File: src/rtl/cache_route_pkg.sv
package cache_route_pkg;
  localparam int ADDR_W = 32;
  localparam int N_RGN  = 4;
  localparam int RC_W   = $clog2(N_RGN);

  typedef enum logic [RC_W-1:0] {
    RGN_ROM = 2'd0,
    RGN_IO  = 2'd1,
    RGN_RAM = 2'd2,
    RGN_SPM = 2'd3
  } region_e;

  typedef struct packed {
    logic            valid;
    logic            cacheable;
    logic [RC_W-1:0] region;
    logic            unmapped;
    logic            wthru;
  } verdict_t;
endpackage

File: src/rtl/rgn_decode.sv
module rgn_decode
  import cache_route_pkg::*;
#(
  parameter int                    AW     = ADDR_W,
  parameter int                    NR     = N_RGN,
  parameter logic [NR*AW-1:0]      LO_TAB = '0,
  parameter logic [NR*AW-1:0]      HI_TAB = '0,
  parameter logic [NR-1:0]         CACHE_MAP = '0
) (
  input  logic [AW-1:0]          addr,
  output logic [NR-1:0]          hit,
  output logic [$clog2(NR)-1:0]  rgn,
  output logic                   base_cacheable,
  output logic                   miss
);
  localparam int CW = $clog2(NR);

  for (genvar i = 0; i < NR; i++) begin : g_win
    localparam logic [AW-1:0] LO   = LO_TAB[i*AW +: AW];
    localparam logic [AW-1:0] SPAN = HI_TAB[i*AW +: AW] - LO;
    logic [AW-1:0] offs;
    assign offs   = addr - LO;
    assign hit[i] = (offs <= SPAN);
  end

  always_comb begin
    rgn            = '0;
    base_cacheable = 1'b0;
    for (int k = NR - 1; k >= 0; k--) begin
      if (hit[k]) begin
        rgn            = CW'(k);
        base_cacheable = CACHE_MAP[k];
      end
    end
  end

  assign miss = ~|hit;
endmodule

File: src/rtl/spm_promote.sv
module spm_promote (
  input  logic spm_hit,
  input  logic is_write,
  input  logic recov,
  input  logic base_cacheable,
  output logic cacheable,
  output logic wthru
);
  logic spm_wr;
  assign spm_wr    = spm_hit & is_write;
  assign cacheable = base_cacheable | spm_wr;
  assign wthru     = spm_wr & recov;
endmodule

File: src/rtl/verdict_reg.sv
module verdict_reg
  import cache_route_pkg::*;
(
  input  logic     clk,
  input  logic     rst,
  input  verdict_t d,
  output verdict_t q
);
  always_ff @(posedge clk) begin
    if (rst) q <= '0;
    else if (d.valid) q <= d;
    else q <= '0;
  end
endmodule

File: src/rtl/cache_route_decider.sv
module cache_route_decider
  import cache_route_pkg::*;
#(
  parameter logic [N_RGN*ADDR_W-1:0] WIN_LO = {32'h8E00_0000, 32'h4000_0000,
                                               32'h2000_0000, 32'h0000_0000},
  parameter logic [N_RGN*ADDR_W-1:0] WIN_HI = {32'h8FFF_FFFF, 32'h7FFF_FFFF,
                                               32'h3FFF_FFFF, 32'h1FFF_FFFF},
  parameter logic [N_RGN-1:0]        WIN_CACHE = 4'b0101
) (
  input  logic              clk,
  input  logic              rst,
  input  logic              acc_valid,
  input  logic [ADDR_W-1:0] acc_addr,
  input  logic              acc_write,
  input  logic              recov_mode,
  output logic              out_valid,
  output logic              out_cacheable,
  output logic [RC_W-1:0]   out_region,
  output logic              out_unmapped,
  output logic              out_wthru
);
  logic [N_RGN-1:0] hit;
  logic [RC_W-1:0]  rgn;
  logic             base_c, miss, fin_c, wt;
  verdict_t         d, q;

  rgn_decode #(
    .AW(ADDR_W), .NR(N_RGN), .LO_TAB(WIN_LO), .HI_TAB(WIN_HI), .CACHE_MAP(WIN_CACHE)
  ) u_dec (
    .addr(acc_addr), .hit(hit), .rgn(rgn), .base_cacheable(base_c), .miss(miss)
  );

  spm_promote u_prom (
    .spm_hit(hit[RGN_SPM]), .is_write(acc_write), .recov(recov_mode),
    .base_cacheable(base_c), .cacheable(fin_c), .wthru(wt)
  );

  always_comb begin
    d.valid     = acc_valid;
    d.cacheable = fin_c;
    d.region    = rgn;
    d.unmapped  = miss;
    d.wthru     = wt;
  end

  verdict_reg u_reg (.clk(clk), .rst(rst), .d(d), .q(q));

  assign out_valid     = q.valid;
  assign out_cacheable = q.cacheable;
  assign out_region    = q.region;
  assign out_unmapped  = q.unmapped;
  assign out_wthru     = q.wthru;
endmodule

File: config.mk
export PLATFORM = sky130hd
export DESIGN_NAME = cache_route_decider
export DESIGN_NICKNAME = d
export VERILOG_FILES = /design/src/rtl/cache_route_pkg.sv /design/src/rtl/rgn_decode.sv /design/src/rtl/spm_promote.sv /design/src/rtl/verdict_reg.sv /design/src/rtl/cache_route_decider.sv
export SDC_FILE = /design/constraint.sdc
export NUM_CORES = 1
export LEC_CHECK = 0
export BUFFER_PORTS_ARGS = -buffer_cell sky130_fd_sc_hd__buf_2
export CAP_MARGIN = 25
export CORE_AREA = 4 4 41 43
export CTS_BUF_LIST = sky130_fd_sc_hd__clkbuf_16
export CTS_CLUSTER_DIAMETER = 30
export DETAILED_ROUTE_END_ITERATION = 7
export DIE_AREA = 0 0 45 47
export GPL_TIMING_DRIVEN = 1
export PLACE_DENSITY = 0.69
export SLEW_MARGIN = 0
export SYNTH_ARGS = -nofsm -noshare
export SYNTH_HDL_FRONTEND = slang
export SYNTH_HIERARCHICAL = 1
export SYNTH_SLANG_ARGS = --single-unit
export TNS_END_PERCENT = 1
File: constraint.sdc
create_clock -name clk -period 3.51 [get_ports clk]
set_input_delay 0.5265 -clock clk [delete_from_list [all_inputs] [get_ports clk]]
set_output_delay 0.5265 -clock clk [all_outputs]
set_load 0.005 [all_outputs]
==> results.ini, run 1 <==
[outcome]
outcome=finished clean

[synth]
seq_area_frac_synth_pct=32.8
syn-num-nets=74
yosys_warnings=6
synth_area_per_cell_um2=10.5
synth_area_leaders=dfxtp_1 33%, and3b_1 12%, a2111oi_4 7.5%
ys_seq_elements=6
syn_inst=35
ys_types=21
yosys.area.top_type=dfxtp_1
synth_area_um2=367
netlist.area_leader.share_pct=32.8

[global_routing]
antenna_found_initial=0
grt_pass1_wl_um=1080
grt_util_all_layers_pct=7.76
first_global_vias=301
grt-ovfl-total=0
grt_max_degree=7

[placed_design]
placed_area_um2=470
portBuffers=17
gp_routability_congestion=0.661

[hold_path]
whs_path_depth=2
hp-class=in2reg
min_to=u_reg/q[5]
hold_start=rst

[floorplan]
die_x_um=45
core-area_mm2=0.00130
dieHeight_um=47
die_area_mm2=0.00212
start_util_pct=28.2
fp-row-count=13
num_io_pins=43

[power]
vdd_ir_drop_max_uv=146
p_leak_nw=0.293
pwr_density_cell_mw_per_mm2=517
total_power_mw=0.282

[route]
met2_length_um=352
wl_met1_um=258
drt_iter0_markers=2
drt-vias-per-instance=4.57
drc_errors=0
drtPass1Iterations=2
highest_layer=met4
num_vias=320
met3_length_um=43
ant_nets=0
routedWlPerCell_um=9.80
wl_um=686

[finish]
finalInstanceArea_um2=546
diodes=0
nNetsFinal=96
largest-register=u_reg/q
fillers=139
top_regs=u_reg/q x6
drive_gt1_share_pct=41.8
area_growth_pct=48.8
largest_reg_flops=6

[worst_setup_path]
path_delay_family=simple AND/OR/NAND/NOR gates
crit_start=acc_addr[29]
startpoint_type=input port
path_cells=buf_2 -> inv_1 -> ha_1 -> and4bb_2 -> nor3_1 -> nor3b_1 -> and3b_1
crit_type=in2reg
crit_buf_inv=2
cp_max_fo=6
worstPathArrival_ps=1820
critPathMaxStageDelay_ps=300
cp_data_required_time_ps=3680
critical-path-slowest-cell=ha_1
crit_path_end_kind=flip-flop

[sta]
hold_slack_ps=520
fmax_mhz=604
worstMarginPinSlew_ps=360
hold_violations=0
setup-tns-final_ps=0
maxSlewHeadroom_pct=76.0
setup_violations=0
fin_crit_sh_pct=47.2
min_period_ps=1660
slew_violations=0
rsz0062_at_grt=no

[clocking]
clk_path_buf_depth=2
numCtsBuffers=3
h-tree-depth=1
cts_tree=built
cts_sinks=6
cts_repair_resize_count=0
hold_buffers=0
cts_root_buf=clkbuf_16
clk_pin_slew_ps=30
post_cts_buffers=0

[job]
drv_cap=0

-- where the power goes --
| group | internal, mW | switching [mW] | total [mW] |
|---|---|---|---|
| Sequential | 0.0710 | 0.000420 | 0.0714 |
| Clock | 0.146 | 0.0332 | 0.179 |
| Combinational | 0.0171 | 0.0144 | 0.0315 |
| Total | 0.234 | 0.0481 | 0.282 |
-- stage by stage --
step / std cells / worst slack [ps] / utilization, %
global placement: 67 / 1650 / 36.2
floorplan: 35 / 1890 / -
CTS: 70 / 1850 / 41.9
global route: 70 / 1650 / 41.9
finish: 70 / 1850 / 41.9
detailed placement: 67 / 1640 / 36.2
-- worst max path at each step --
stage,end,slack [ps],depth (start not counted)
finish,u_reg/q[1],1850,7
global route,u_reg/q[1],1650,7
CTS,u_reg/q[1],1850,7
detailed placement,u_reg/q[1],1640,7
global placement,u_reg/q[1],1650,7
floorplan,u_reg/q[1],1890,6
-- layer usage --
metal	up-vias	global-route usage [%]
met4	0	10.5
met3	2	2.30
met1	141	6.18
met2	9	13.3
li1	168	-
met5	-	0
-- final cells by class --
| cell class | count | area [µm²] | area share, % |
|---|---|---|---|
| clock buffers | 3 | 75.1 | 13.8 |
| inverters | 3 | 11.3 | 2.06 |
| multi-input cells | 26 | 235 | 43.1 |
| flip-flops and latches | 6 | 120 | 22.0 |
| well taps | 15 | 18.8 | 3.44 |
| repair buffers | 17 | 85.1 | 15.6 |
-- placed cells by master, fill, tap and decap left out, types with 2 or more instances in the layout --
master | synthesis | routed
and3b_1 | 5 | 5
nor3_1 | 2 | 2
inv_1 | 3 | 3
buf_2 | 0 | 17
clkbuf_16 | 0 | 3
dfxtp_1 | 6 | 6
and3_1 | 2 | 2
ha_1 | 2 | 2
-- cells by family (layout without fill, tap and decap cells) --
| logic type | count (synthesis) | after routing | synth area share, % |
|---|---|---|---|
| AO/OA/AOI/OAI | 5 | 5 | 16.4 |
| XOR/XNOR | 2 | 2 | 4.78 |
| adder cells (fa/ha/maj) | 2 | 2 | 6.82 |
| buffers and inverters | 3 | 23 | 3.07 |
| flip-flops | 6 | 6 | 32.8 |
| AND/OR/NAND/NOR | 17 | 17 | 36.2 |
-- synth_stat cells --
master	n
a21bo_2	1
a2111oi_4	1
or2_1	1
and4_1	1
xnor2_1	1
nor3_1	2
nand3b_1	1
nor2b_1	1
ha_1	2
and3_1	2
o21a_1	1
inv_1	3
nor3b_1	1
xor2_1	1
o21bai_1	1
nand4bb_1	1
nand2b_1	1
a21o_1	1
and3b_1	5
dfxtp_1	6
and4bb_2	1
Power figures use the tool's default switching activity.
==> inputs of run 2 (changes only) <==
--- a/config.mk
+++ b/config.mk
@@ -5,15 +5,16 @@
 export SDC_FILE = /design/constraint.sdc
 export NUM_CORES = 1
 export LEC_CHECK = 0
+export ABC_AREA = 1
 export BUFFER_PORTS_ARGS = -buffer_cell sky130_fd_sc_hd__buf_2
 export CAP_MARGIN = 25
-export CORE_AREA = 4 4 41 43
+export CORE_MARGIN = 4
+export CORE_UTILIZATION = 28
 export CTS_BUF_LIST = sky130_fd_sc_hd__clkbuf_16
 export CTS_CLUSTER_DIAMETER = 30
 export DETAILED_ROUTE_END_ITERATION = 7
-export DIE_AREA = 0 0 45 47
 export GPL_TIMING_DRIVEN = 1
-export PLACE_DENSITY = 0.69
+export PLACE_DENSITY = 0.71
 export SLEW_MARGIN = 0
 export SYNTH_ARGS = -nofsm -noshare
 export SYNTH_HDL_FRONTEND = slang
==> constraint.sdc (replaced) <==
create_clock -name clk -period 1.3 [get_ports clk]
set_input_delay 0.195 -clock clk [delete_from_list [all_inputs] [get_ports clk]]
set_output_delay 0.195 -clock clk [all_outputs]
set_load 0.005 [all_outputs]
==> run 2 against run 1 <==
Net effect: synthesized cell count increased by 80%; global-route usage increased by 2.1 points; final cell count increased by 41%; first-iteration DRC count decreased by 50%; clock power increased to 2.7 times the previous value; non-clock buffer count increased by 2; combinational power increased to 2.8 times the previous value; setup slack got worse by 1700 ps; critical endpoint is now u_reg/q[0]; synthesized area increased by 2.7%.
==> results.ini, run 2 <==
[hold_path]
hp-class=in2reg

[finish]
fin_cells=99  ; +41%
largest_reg_flops=6  ; unchanged
top_regs=u_reg/q x6
final_cell_mix=20 x inv_1, 17 x buf_2, 14 x nand2_1
drive_gt1_share_pct=32.9  ; -8.9 points
area_growth_pct=51.2
fillers=132  ; -5.0%
layout_commonest_cell=inv_1
nNetsFinal=126  ; +31%
seqCellArea_um2=120  ; unchanged
finalInstanceArea_um2=569  ; +4.4%
diodes=0  ; unchanged
largest-register=u_reg/q
multi_input_area_um2=178  ; -24%

[global_routing]
grt_pass1_wl_um=1320  ; +22%
grt_max_degree=7  ; unchanged
grt-ovfl-total=0  ; unchanged
first_global_vias=359  ; +19%
grt_util_all_layers_pct=9.88  ; +2.1 points
antenna_found_initial=0  ; unchanged

[route]
wl_um=756  ; +10%
drt-vias-per-instance=4.02  ; -12%
ant_nets=0  ; unchanged
routedWlPerCell_um=7.64  ; -22%
drt_iter0_markers=1  ; -1
drc_errors=0  ; unchanged
num_vias=398  ; +24%
drtPass1Iterations=3  ; +1

[floorplan]
dieHeight_um=44.7  ; -4.9%
core-area_mm2=0.00119  ; -8.8%
start_util_pct=31.8  ; +3.6 points
num_io_pins=43  ; unchanged
die_area_mm2=0.00200  ; -5.6%
die_x_um=44.7  ; -0.72%
fp-row-count=12  ; -1

[power]
pwr_density_cell_mw_per_mm2=1350  ; +160%
vdd_ir_drop_max_uv=686  ; +370%
p_leak_nw=0.364  ; +24%

[sta]
fmax_mhz=892
slew_violations=0  ; unchanged
worstMarginPinSlew_ps=143  ; -218 ps
setup_violations=0  ; unchanged
setup-tns-final_ps=0  ; unchanged
maxSlewHeadroom_pct=90.4  ; +14 points
rsz0062_at_grt=no
fin_crit_sh_pct=86.2
hold_violations=0  ; unchanged
min_period_ps=1120

[placed_design]
portBuffers=17  ; unchanged
placed_area_um2=494  ; +5.1%
gp_routability_congestion=0.749  ; +13%
place_inst=96  ; +43%
place_hpwl_um=649

[worst_setup_path]
crit_type=in2reg
worstPathArrival_ps=1280  ; -540 ps
startpoint_type=input port
cp_max_fo=4  ; -2
cp_data_required_time_ps=1460  ; -2220 ps
crit_path_end_kind=flip-flop

[synth]
yosys_warnings=6  ; unchanged
syn-num-nets=102  ; +38%
synth_area_um2=377  ; +2.7%
synth_area_per_cell_um2=5.98  ; -43%
syn_inst=63  ; +80%

[clocking]
cts_root_buf=clkbuf_16
hold_buffers=0  ; unchanged
clk_pin_slew_ps=30  ; about the same
cts_tree=built
post_cts_buffers=0  ; unchanged
cts_sinks=6  ; unchanged
h-tree-depth=1  ; unchanged
cts_repair_resize_count=0  ; unchanged
numCtsBuffers=3  ; unchanged
clk_path_buf_depth=2  ; unchanged

[outcome]
outcome=finished clean

[job]
drv_cap=0  ; unchanged

## run 2: changes by cell type in the layout (fill, tap and decap cells not counted), moves of 2 or more
cell / change
nor2_2: +3
nor2_1: +11
nor3_1: -2
and3_1: -2
inv_1: +17
and3b_1: -5
buf_4: +2
nand2_1: +14
## run 2: per-stage QoR
stage                     power [mW]  hold WS (ps)  util [%]  setup slack, ps
after floorplan                0.247           335         -              161
after global placement         0.283           452      41.7            -26.2
after detailed placement       0.286           481      41.7            -70.1
after CTS                      0.782           248      48.0              159
after global routing           0.815           284      48.0             38.8
final                          0.771           243      48.0              179
## run 2: final cells by class
| type | instances | area share, % |
|---|---|---|
| tap | 14 | 3.08 |
| sequential | 6 | 21.1 |
| multi-input combinational | 36 | 31.2 |
| timing repair buffer | 19 | 17.6 |
| clock buffer | 3 | 13.2 |
| inverter | 21 | 13.8 |
## run 2: critical path: stages
cell,delay [ps]
buf_2,110
ha_1,280
inv_1,60
nand3_1,70
nor2_1,120
nand3_2,110
inv_1,70
nand2_1,70
nor2_2,80
inv_1,40
nor2_1,80
## run 2: path summary, 6_finish.rpt
path	start	slack, ps	to	cells after the start
worst max-delay path	acc_addr[25]	180	u_reg/q[0]	11
worst min-delay path	acc_valid	240	u_reg/q[5]	3
## run 2: where the power goes
part | switching (mW) | internal, mW | total (mW) | leakage (nW)
Sequential | 0.00122 | 0.192 | 0.193 | 0.0490
Combinational | 0.0477 | 0.0414 | 0.0891 | 0.279
Clock | 0.0949 | 0.394 | 0.489 | 0.0370
## run 2: metal layers
layer / global-route usage, % / up-vias / part of all wire, %
li1: - / 218 / -
met1: 8.85 / 169 / 37
met2: 14.9 / 9 / 52
met3: 5.28 / 2 / 7.3
met4: 10.8 / 0 / 4.0
met5: 0 / - / 0
==> inputs of run 3 (changes only) <==
==> constraint.sdc (replaced) <==
create_clock -name clk -period 1.3 [get_ports clk]
set_input_delay 0.325 -clock clk [delete_from_list [all_inputs] [get_ports clk]]
set_output_delay 0.325 -clock clk [all_outputs]
set_load 0.005 [all_outputs]
==> run 3 against run 2 <==
Net effect: sequential share of layout area fell by 0.63 points; clock-buffer cell count did not move; routed wire length rose by 0.79%; design area rose by 3.1%; setup slack got worse by 120 ps; hold slack improved by 120 ps; combinational power rose by 5.5%; clock power barely moved; sequential power barely moved; first-iteration DRC count rose by 100%; largest power group unchanged.
==> results.ini, run 3 (synthesis gave the netlist of run 2 again) <==
[worst_setup_path]
cp_data_required_time_ps=1460  ; about the same
cp_max_fo=4  ; unchanged
crit_type=in2reg
startpoint_type=input port
crit_path_end_kind=flip-flop
worstPathArrival_ps=1400  ; +120 ps

[finish]
largest_reg_flops=6  ; unchanged
largest-register=u_reg/q
finalInstanceArea_um2=587  ; +3.1%
utilization_pct=49.5  ; +1.5 points
seqCellArea_um2=120  ; unchanged
final_cell_mix=18 x inv_1, 17 x buf_2, 13 x nand2_1
multi_input_area_um2=195  ; +9.9%
fillers=129  ; -2.3%
area_growth_pct=55.8
drive_gt1_share_pct=38.8  ; +5.9 points
layout_commonest_cell=inv_1
top_regs=u_reg/q x6
nNetsFinal=126  ; unchanged
diodes=0  ; unchanged

[power]
pwr_density_cell_mw_per_mm2=1320  ; -2.4%
p_leak_nw=0.358  ; -1.7%
vdd_ir_drop_max_uv=423  ; -38%
total_power_mw=0.776  ; +0.64%

[placed_design]
place_hpwl_um=614  ; -5.4%
portBuffers=17  ; unchanged
pre_cts_ws_ps=-198  ; -128 ps
gp_routability_congestion=0.756  ; +0.95%
placed_area_um2=494  ; unchanged

[clocking]
cts_root_buf=clkbuf_16
cts_sinks=6  ; unchanged
h-tree-depth=1  ; unchanged
cts_tree=built
numCtsBuffers=3  ; unchanged
clk_path_buf_depth=2  ; unchanged
clk_pin_slew_ps=30  ; about the same
hold_buffers=0  ; unchanged

[global_routing]
grt_util_all_layers_pct=8.99  ; -0.90 points
grt_max_degree=7  ; unchanged
antenna_found_initial=0  ; unchanged
first_global_vias=341  ; -5.0%
grt_pass1_wl_um=1200  ; -8.9%
grt-ovfl-total=0  ; unchanged

[sta]
setup_violations=0  ; unchanged
maxSlewHeadroom_pct=89.7  ; -0.71 points
setup-tns-final_ps=0  ; unchanged
fin_ws_ps=61.9  ; -117 ps
slew_violations=0  ; unchanged
fin_crit_sh_pct=95.2  ; +9.0 points
min_period_ps=1240  ; +117 ps
fmax_mhz=808  ; -9.5%
worstMarginPinSlew_ps=154  ; +11.6 ps
hold_violations=0  ; unchanged

[route]
wl_um=762  ; +0.79%
drt-vias-per-instance=4.07  ; +1.3%
drt_iter0_markers=2  ; +1
routedWlPerCell_um=7.70  ; +0.79%
drc_errors=0  ; unchanged
drtPass1Iterations=2  ; -1
ant_nets=0  ; unchanged
num_vias=403  ; +1.3%

[floorplan]
num_io_pins=43  ; unchanged
die_x_um=44.7  ; unchanged
dieHeight_um=44.7  ; unchanged
die_area_mm2=0.00200  ; unchanged
core-area_mm2=0.00119  ; unchanged
fp-row-count=12  ; unchanged
start_util_pct=31.8  ; unchanged

[hold_path]
hp-class=in2reg

[job]
drv_cap=0  ; unchanged

[outcome]
outcome=finished clean

[run 3: changes by cell type in the layout (fill, tap and decap cells not counted)]
cell / previous run / this run
ha_2: 0 / 1
ha_4: 0 / 1
nand2_2: 1 / 2
inv_1: 20 / 18
ha_1: 2 / 0
inv_2: 1 / 3
nand2_1: 14 / 13
[run 3: stage by stage]
step	std cells	hold WS, ps
2_1_floorplan	63	465
3_3_place_gp	96	582
3_5_place_dp	96	591
4_1_cts	99	360
5_1_grt	99	381
6_report	99	362
[run 3: cell type report]
type                            count  share of cell area [%]
Multi-Input combinational cell     36                    33.3
Timing Repair Buffer               19                    17.1
Sequential cell                     6                    20.5
Inverter                           21                    13.4
Tap cell                           14                    2.99
Clock buffer                        3                    12.8
[run 3: path summary, 6_finish.rpt]
kind	startpoint	to	slack (ps)	cells after the start
worst max-delay path	acc_addr[25]	u_reg/q[0]	60	11
worst min-delay path	acc_valid	u_reg/q[5]	360	3
[run 3: metal layers]
metal / global-route usage (%) / up-vias / share of wire [%]
li1: - / 219 / -
met1: 8.39 / 171 / 37
met2: 13.5 / 9 / 53
met3: 2.44 / 4 / 4.9
met4: 12.7 / 0 / 5.2
met5: 0 / - / 0
[run 3: where the power goes]
part           internal, mW  leakage (nW)  switching [mW]
Clock                 0.394        0.0370          0.0950
Combinational        0.0439         0.272          0.0501
Sequential            0.192        0.0490         0.00115
Total                 0.629         0.358           0.146
[run 3: worst max-delay path: stages]
cell	delay, ps
buf_2	120
ha_4	220
inv_1	50
nand3_1	80
nor2_1	140
nand3_2	120
inv_2	80
nand2_2	60
nor2_2	70
inv_1	40
nor2_1	80
[run 3: timing repair]
item,in CTS,in global routing
setup buffers,0,0
endpoints found under the setup margin,0,3
gates resized for setup,0,5
